==> src/rtl/pgwalk_pkg.sv <==
package pgwalk_pkg;
  localparam int VA_W       = 32;
  localparam int PTE_W      = 32;
  localparam int OFF_W      = 12;
  localparam int IDX_W      = 10;
  localparam int ENT_LOG    = 2;
  localparam int BIG_OFF_W  = OFF_W + IDX_W;
  localparam int FRAME_W    = VA_W - OFF_W;
  localparam int BIG_FRAME_W = VA_W - BIG_OFF_W;
  localparam int PRES_BIT   = 0;
  localparam int WR_BIT     = 1;
  localparam int BIG_BIT    = 7;

  typedef enum logic [1:0] {
    FLT_NONE   = 2'd0,
    FLT_ABSENT = 2'd1,
    FLT_PROT   = 2'd2
  } fault_e;

  typedef enum logic [2:0] {
    ST_IDLE, ST_L1_REQ, ST_L1_WAIT, ST_L2_REQ, ST_L2_WAIT, ST_RESP
  } walk_st_e;

  function automatic logic [IDX_W-1:0] top_index(input logic [VA_W-1:0] va);
    return va[VA_W-1 -: IDX_W];
  endfunction

  function automatic logic [IDX_W-1:0] low_index(input logic [VA_W-1:0] va);
    return va[OFF_W +: IDX_W];
  endfunction

  function automatic logic [VA_W-1:0] entry_addr(input logic [FRAME_W-1:0] frame,
                                                 input logic [IDX_W-1:0] idx);
    return {frame, idx, {ENT_LOG{1'b0}}};
  endfunction

  function automatic logic [VA_W-1:0] join_small(input logic [PTE_W-1:0] pte,
                                                 input logic [VA_W-1:0] va);
    return {pte[PTE_W-1 -: FRAME_W], va[OFF_W-1:0]};
  endfunction

  function automatic logic [VA_W-1:0] join_big(input logic [PTE_W-1:0] pte,
                                               input logic [VA_W-1:0] va);
    return {pte[PTE_W-1 -: BIG_FRAME_W], va[BIG_OFF_W-1:0]};
  endfunction

  function automatic fault_e judge(input logic [PTE_W-1:0] pte, input logic is_write);
    if (!pte[PRES_BIT])               return FLT_ABSENT;
    else if (is_write && !pte[WR_BIT]) return FLT_PROT;
    else                               return FLT_NONE;
  endfunction
endpackage

==> src/rtl/pgwalk_root.sv <==
module pgwalk_root
  import pgwalk_pkg::*;
(
  input  logic               clk,
  input  logic               rst_n,
  input  logic               wr_en,
  input  logic [VA_W-1:0]    wr_data,
  input  logic               take,
  output logic [FRAME_W-1:0] snap_frame
);
  logic [FRAME_W-1:0] live_q;
  logic [FRAME_W-1:0] snap_q;

  always_ff @(posedge clk or negedge rst_n) begin
    if (!rst_n) begin
      live_q <= '0;
      snap_q <= '0;
    end else begin
      if (wr_en) live_q <= wr_data[VA_W-1 -: FRAME_W];
      if (take)  snap_q <= live_q;
    end
  end

  assign snap_frame = snap_q;
endmodule

==> src/rtl/pgwalk_eval.sv <==
module pgwalk_eval
  import pgwalk_pkg::*;
(
  input  logic [PTE_W-1:0]   pte,
  input  logic               lvl2,
  input  logic               is_write,
  input  logic [VA_W-1:0]    va,
  input  logic [FRAME_W-1:0] root_frame,
  input  logic [FRAME_W-1:0] tbl_frame,
  output logic [VA_W-1:0]    addr_l1,
  output logic [VA_W-1:0]    addr_l2,
  output fault_e             fault,
  output logic               big,
  output logic [VA_W-1:0]    paddr,
  output logic [FRAME_W-1:0] next_frame
);
  always_comb begin
    addr_l1    = entry_addr(root_frame, top_index(va));
    addr_l2    = entry_addr(tbl_frame, low_index(va));
    fault      = judge(pte, is_write);
    big        = !lvl2 && pte[BIG_BIT];
    paddr      = big ? join_big(pte, va) : join_small(pte, va);
    next_frame = pte[PTE_W-1 -: FRAME_W];
  end
endmodule

==> src/rtl/pgwalk_fsm.sv <==
module pgwalk_fsm
  import pgwalk_pkg::*;
(
  input  logic               clk,
  input  logic               rst_n,
  input  logic               req_valid,
  input  logic               req_write,
  input  logic [VA_W-1:0]    req_vaddr,
  input  logic               rsp_ready,
  input  logic               mem_req_ready,
  input  logic               mem_rsp_valid,
  input  fault_e             ev_fault,
  input  logic               ev_big,
  input  logic [VA_W-1:0]    ev_paddr,
  input  logic [FRAME_W-1:0] ev_next_frame,
  output walk_st_e           state,
  output logic [VA_W-1:0]    va_q,
  output logic               wr_q,
  output logic [FRAME_W-1:0] tbl_q,
  output logic               accept,
  output logic               rsp_valid,
  output logic [VA_W-1:0]    paddr_q,
  output fault_e             fault_q,
  output logic               level_q,
  output logic               large_q
);
  walk_st_e st_q;

  assign accept    = (st_q == ST_IDLE) && req_valid;
  assign rsp_valid = (st_q == ST_RESP);
  assign state     = st_q;

  always_ff @(posedge clk or negedge rst_n) begin
    if (!rst_n) begin
      st_q    <= ST_IDLE;
      va_q    <= '0;
      wr_q    <= 1'b0;
      tbl_q   <= '0;
      paddr_q <= '0;
      fault_q <= FLT_NONE;
      level_q <= 1'b0;
      large_q <= 1'b0;
    end else begin
      unique case (st_q)
        ST_IDLE: if (req_valid) begin
          va_q  <= req_vaddr;
          wr_q  <= req_write;
          st_q  <= ST_L1_REQ;
        end
        ST_L1_REQ: if (mem_req_ready) st_q <= ST_L1_WAIT;
        ST_L1_WAIT: if (mem_rsp_valid) begin
          level_q <= 1'b0;
          if (ev_fault != FLT_NONE) begin
            fault_q <= ev_fault;
            paddr_q <= '0;
            large_q <= 1'b0;
            st_q    <= ST_RESP;
          end else if (ev_big) begin
            fault_q <= FLT_NONE;
            paddr_q <= ev_paddr;
            large_q <= 1'b1;
            st_q    <= ST_RESP;
          end else begin
            tbl_q   <= ev_next_frame;
            st_q    <= ST_L2_REQ;
          end
        end
        ST_L2_REQ: if (mem_req_ready) st_q <= ST_L2_WAIT;
        ST_L2_WAIT: if (mem_rsp_valid) begin
          level_q <= 1'b1;
          large_q <= 1'b0;
          fault_q <= ev_fault;
          paddr_q <= (ev_fault == FLT_NONE) ? ev_paddr : '0;
          st_q    <= ST_RESP;
        end
        ST_RESP: if (rsp_ready) st_q <= ST_IDLE;
        default: st_q <= ST_IDLE;
      endcase
    end
  end
endmodule

==> src/rtl/pgwalk_top.sv <==
module pgwalk_top
  import pgwalk_pkg::*;
(
  input  logic        clk,
  input  logic        rst_n,
  input  logic        root_wr,
  input  logic [31:0] root_wdata,
  input  logic        req_valid,
  output logic        req_ready,
  input  logic [31:0] req_vaddr,
  input  logic        req_write,
  output logic        rsp_valid,
  input  logic        rsp_ready,
  output logic [31:0] rsp_paddr,
  output logic [1:0]  rsp_fault,
  output logic        rsp_level,
  output logic        rsp_large,
  output logic        mem_req_valid,
  input  logic        mem_req_ready,
  output logic [31:0] mem_req_addr,
  input  logic        mem_rsp_valid,
  input  logic [31:0] mem_rsp_data
);
  walk_st_e           state;
  logic [VA_W-1:0]    walk_va;
  logic               walk_wr;
  logic [FRAME_W-1:0] tbl_frame;
  logic [FRAME_W-1:0] root_frame;
  logic               ev_accept;
  fault_e             ev_fault;
  logic               ev_big;
  logic [VA_W-1:0]    ev_paddr;
  logic [FRAME_W-1:0] ev_next_frame;
  logic [VA_W-1:0]    addr_l1;
  logic [VA_W-1:0]    addr_l2;
  logic [VA_W-1:0]    paddr_q;
  fault_e             fault_q;
  logic               in_l2;
  logic               ev_done;

  pgwalk_root i_root (
    .clk        (clk),
    .rst_n      (rst_n),
    .wr_en      (root_wr),
    .wr_data    (root_wdata),
    .take       (ev_accept),
    .snap_frame (root_frame)
  );

  assign in_l2 = (state == ST_L2_WAIT);

  pgwalk_eval i_eval (
    .pte        (mem_rsp_data),
    .lvl2       (in_l2),
    .is_write   (walk_wr),
    .va         (walk_va),
    .root_frame (root_frame),
    .tbl_frame  (tbl_frame),
    .addr_l1    (addr_l1),
    .addr_l2    (addr_l2),
    .fault      (ev_fault),
    .big        (ev_big),
    .paddr      (ev_paddr),
    .next_frame (ev_next_frame)
  );

  pgwalk_fsm i_fsm (
    .clk           (clk),
    .rst_n         (rst_n),
    .req_valid     (req_valid),
    .req_write     (req_write),
    .req_vaddr     (req_vaddr),
    .rsp_ready     (rsp_ready),
    .mem_req_ready (mem_req_ready),
    .mem_rsp_valid (mem_rsp_valid),
    .ev_fault      (ev_fault),
    .ev_big        (ev_big),
    .ev_paddr      (ev_paddr),
    .ev_next_frame (ev_next_frame),
    .state         (state),
    .va_q          (walk_va),
    .wr_q          (walk_wr),
    .tbl_q         (tbl_frame),
    .accept        (ev_accept),
    .rsp_valid     (rsp_valid),
    .paddr_q       (paddr_q),
    .fault_q       (fault_q),
    .level_q       (rsp_level),
    .large_q       (rsp_large)
  );

  assign req_ready     = (state == ST_IDLE);
  assign mem_req_valid = (state == ST_L1_REQ) || (state == ST_L2_REQ);
  assign mem_req_addr  = (state == ST_L2_REQ) ? addr_l2 : addr_l1;
  assign rsp_paddr     = paddr_q;
  assign rsp_fault     = fault_q;
  assign ev_done       = rsp_valid && rsp_ready;
endmodule

==> config.mk <==
export PLATFORM = sky130hd
export DESIGN_NAME = pgwalk_top
export DESIGN_NICKNAME = d
export VERILOG_FILES = /design/src/rtl/pgwalk_pkg.sv /design/src/rtl/pgwalk_root.sv /design/src/rtl/pgwalk_eval.sv /design/src/rtl/pgwalk_fsm.sv /design/src/rtl/pgwalk_top.sv
export SDC_FILE = /design/constraint.sdc
export NUM_CORES = 1
export LEC_CHECK = 0
export BUFFER_PORTS_ARGS = -buffer_cell sky130_fd_sc_hd__buf_2
export CAP_MARGIN = 30
export CORE_MARGIN = 10
export CORE_UTILIZATION = 47
export CTS_CLUSTER_SIZE = 10
export DETAILED_ROUTE_END_ITERATION = 8
export GPL_ROUTABILITY_DRIVEN = 0
export PLACE_DENSITY = 0.77
export SYNTH_ARGS = -nofsm -noshare
export SYNTH_HDL_FRONTEND = slang
export SYNTH_SLANG_ARGS = --single-unit
export TNS_END_PERCENT = 30
==> constraint.sdc <==
create_clock -name clk -period 1.84 [get_ports clk]
set_clock_uncertainty 0.15 [all_clocks]
set_input_delay 0.46 -clock clk [delete_from_list [all_inputs] [get_ports clk]]
set_output_delay 0.46 -clock clk [all_outputs]
set_load 0.01 [all_outputs]
==> impl_metrics.env <==
export IMPL_outcome="finished, violations left"
export IMPL_violations="setup timing"
export IMPL_min_period_ns=2.36
export IMPL_num_io_pins=175
export IMPL_h_tree_depth=4
export IMPL_grtUsageTotal_pct=17.5
export IMPL_powerDensity_nw_per_um2=1710
export IMPL_hp_class="in2reg"
export IMPL_die_h_um=132
export IMPL_clk_pin_slew_ns=0.06
export IMPL_grt_antenna_before_repair=1
export IMPL_hpwl_mm=11.0
export IMPL_n_fill_cell=955
export IMPL_grt_setup_unrepaired="yes"
export IMPL_post_drt_wl_per_cell_um=19.5
export IMPL_dr_pass1_iters=4
export IMPL_drcViolationCount=0
export IMPL_timing_fmax_ghz=0.424
export IMPL_num_vias=3982
export IMPL_cts_sinks=132
export IMPL_period_share_pct=128
export IMPL_drive_gt1_share_pct=59.3
export IMPL_maxSlewViolCount=0
export IMPL_vias_per_cell=5.07
export IMPL_cts_buffers=17
export IMPL_multiInputGateArea_sq_um=2450
export IMPL_antenna_left=0
export IMPL_finalWorstSetupSlack_ns=-0.517
export IMPL_ys_ff_latch=132
export IMPL_dieArea_sq_um=17500
export IMPL_grt_pass1_vias=4464
export IMPL_worstSetupEndpointType="output port"
export IMPL_synth_seq_area_share_pct=55.6
export IMPL_start_util_pct=47.5
export IMPL_arrival_ns=1.75
export IMPL_drt_iter0_drc=181
export IMPL_final_core_util_pct=64.1
export IMPL_setup_viol=96
export IMPL_worst_skew_pair_late_latency_ns=0.41
export IMPL_cp_max_fo=13
export IMPL_cts_tree="yes"
export IMPL_maxCapViolations=0
export IMPL_grt_overflow_total=0
export IMPL_drt_total_wl_mm=15.3
export IMPL_core_rowCount=41
export IMPL_grt_pass1_wl_mm=24.4
export IMPL_cp_start_kind="flip-flop"
export IMPL_die_w_um=132
export IMPL_path_class="reg2out"
export IMPL_final_hold_viol_count=0
export IMPL_dp_cells=747
export IMPL_yosysWarnings=0
export IMPL_nets=705
export IMPL_register_area_sq_um=3300
export IMPL_finalPower_uw=13800
export IMPL_p_leak_uw=0.00393
export IMPL_diodes=0
export IMPL_finalNonFillerCells=786
export IMPL_ir_drop_mv=0.764
export IMPL_cp_required_ns=1.23
export IMPL_area_delta_synth_final_pct=35.1
export IMPL_grt_start_max_net_pins=42
export IMPL_netlist_instances=418
export IMPL_synth_cell_types=32
export IMPL_syn_area_per_cell_sq_um=14.2
export IMPL_cts_root_buf="clkbuf_16"
export IMPL_clockBufferDepth=2
export IMPL_port_buffers=151
export IMPL_syn_area_sq_um=5940
export IMPL_core_area_sq_um=12500
[layer usage]
layer,GRT usage (%),part of all wire [%]
met5,0,0.12
met1,20.3,41
met4,5.62,1.5
met3,6.21,5.3
met2,29.5,52
[cell usage after synthesis, drive strengths merged]
| library cell | count | area [sq um] |
|---|---|---|
| a21oi | 6 | 30.0 |
| a221o | 1 | 10.0 |
| a22o | 10 | 87.6 |
| and2 | 1 | 6.26 |
| and2b | 2 | 15.0 |
| buf | 18 | 138 |
| clkbuf | 6 | 22.5 |
| conb | 1 | 3.75 |
| dfrtp | 132 | 3300 |
| inv | 25 | 93.8 |
| mux2 | 135 | 1710 |
| mux2i | 22 | 220 |
| nand2 | 32 | 120 |
| nand2b | 4 | 27.5 |
| nand4 | 1 | 6.26 |
| nor2 | 4 | 15.0 |
| nor2b | 2 | 12.5 |
| nor3 | 2 | 15.0 |
| nor3b | 1 | 7.51 |
| nor4b | 1 | 23.8 |
| o21a | 2 | 15.0 |
| o21ai | 6 | 33.8 |
| o22ai | 1 | 6.26 |
| o41ai | 1 | 8.76 |
| or2b | 1 | 7.51 |
| or3 | 1 | 6.26 |
[cell families after synthesis]
kind of cell | Yosys count | synth area share [%]
flops | 132 | 55.6
buf+inv | 49 | 4.27
other cells | 1 | 0.0631
simple gates | 52 | 4.42
mux | 157 | 32.4
compound gates | 27 | 3.22
[final timing paths]
check	startpoint	to	slack, ns	cells after the start
setup reg to reg	i_fsm.state[1]$_DFFE_PN0P_	i_fsm.va_q[3]$_DFFE_PN0P_	-0.12	6
hold reg to reg	i_root.live_q[12]$_DFFE_PN0P_	i_root.snap_frame[12]$_DFFE_PN0P_	0.35	1
min in group asynchronous	rst_n	i_root.live_q[6]$_DFFE_PN0P_	0.38	2
hold / removal	req_vaddr[15]	i_fsm.va_q[15]$_DFFE_PN0P_	0.12	2
max in group asynchronous	rst_n	i_fsm.tbl_q[17]$_DFFE_PN0P_	0.61	3
setup / recovery	i_fsm.state[1]$_DFFE_PN0P_	mem_req_addr[21]	-0.52	5
[cell usage in the layout, fill, tap and decap left out, drive strengths merged, types with 2 or more instances in the layout]
cell,synthesis,routed
buf,18,182
mux2,135,135
dfrtp,132,132
nand2,32,32
inv,25,25
mux2i,22,22
clkbuf,6,20
a22o,10,10
clkinv,0,7
o21ai,6,6
a21oi,6,6
nor2,4,4
bufinv,0,4
clkinvlp,0,4
nand2b,4,4
nor3,2,2
and2b,2,2
nor2b,2,2
conb,1,2
o21a,2,2
[sequential cells by signal, summed over array words and instances (netlist names)]
signal and flops:
i_root.snap_frame 20, i_fsm.level_q 1, i_fsm.wr_q 1, i_fsm.fault_q 2, i_fsm.paddr_q 32, i_root.live_q 20, i_fsm.large_q 1, i_fsm.va_q 32
i_fsm.tbl_q 20, i_fsm.state 3
[power breakdown]
part           internal [uW]  leakage [uW]  total (uW)  switching, uW
clock network           2250      0.000294        3500           1250
registers               4050       0.00163        4740            695
logic                   3240       0.00201        5510           2270
total                   9540       0.00393       13800           4220
[critical path, stage by stage (launching register included)]
cell and delay (ns):
dfrtp_1 0.37, and2b_1 0.19, nand2_4 0.12, buf_12 0.16, mux2_2 0.35, buf_2 0.14
[metrics by stage]
stage / hold WS [ns] / instance area (sq um) / setup TNS, ns / worst slack (ns)
2_1_floorplan: 0.0144 / 5970 / -1.70 / -0.0566
3_5_place_dp: 0.255 / 7110 / -7.87 / -0.172
3_3_place_gp: 0.245 / 7110 / -4.69 / -0.0993
4_1_cts: 0.108 / 7920 / -18.82 / -0.571
6_report: 0.125 / 8030 / -19.77 / -0.517
5_1_grt: 0.110 / 8030 / -25.77 / -0.579
[cell type report]
| class | count | share of cell area [%] |
|---|---|---|
| inverters | 25 | 1.17 |
| clock buffers | 17 | 5.30 |
| well taps | 172 | 2.68 |
| flip-flops and latches | 132 | 41.2 |
| repair buffers | 187 | 16.8 |
| multi-input cells | 238 | 30.5 |
| clock inverters | 15 | 2.35 |
[repair_timing]
item                                    CTS  global route
pin swaps                                 1             1
endpoints found under the setup margin  106           114
hold buffers                              1             0
endpoints found under the hold margin    37             0
resized for setup                        25             8
buffers inserted                          2             0
cloned                                    1             3
No activity file was read; power rests on OpenSTA's default activity.
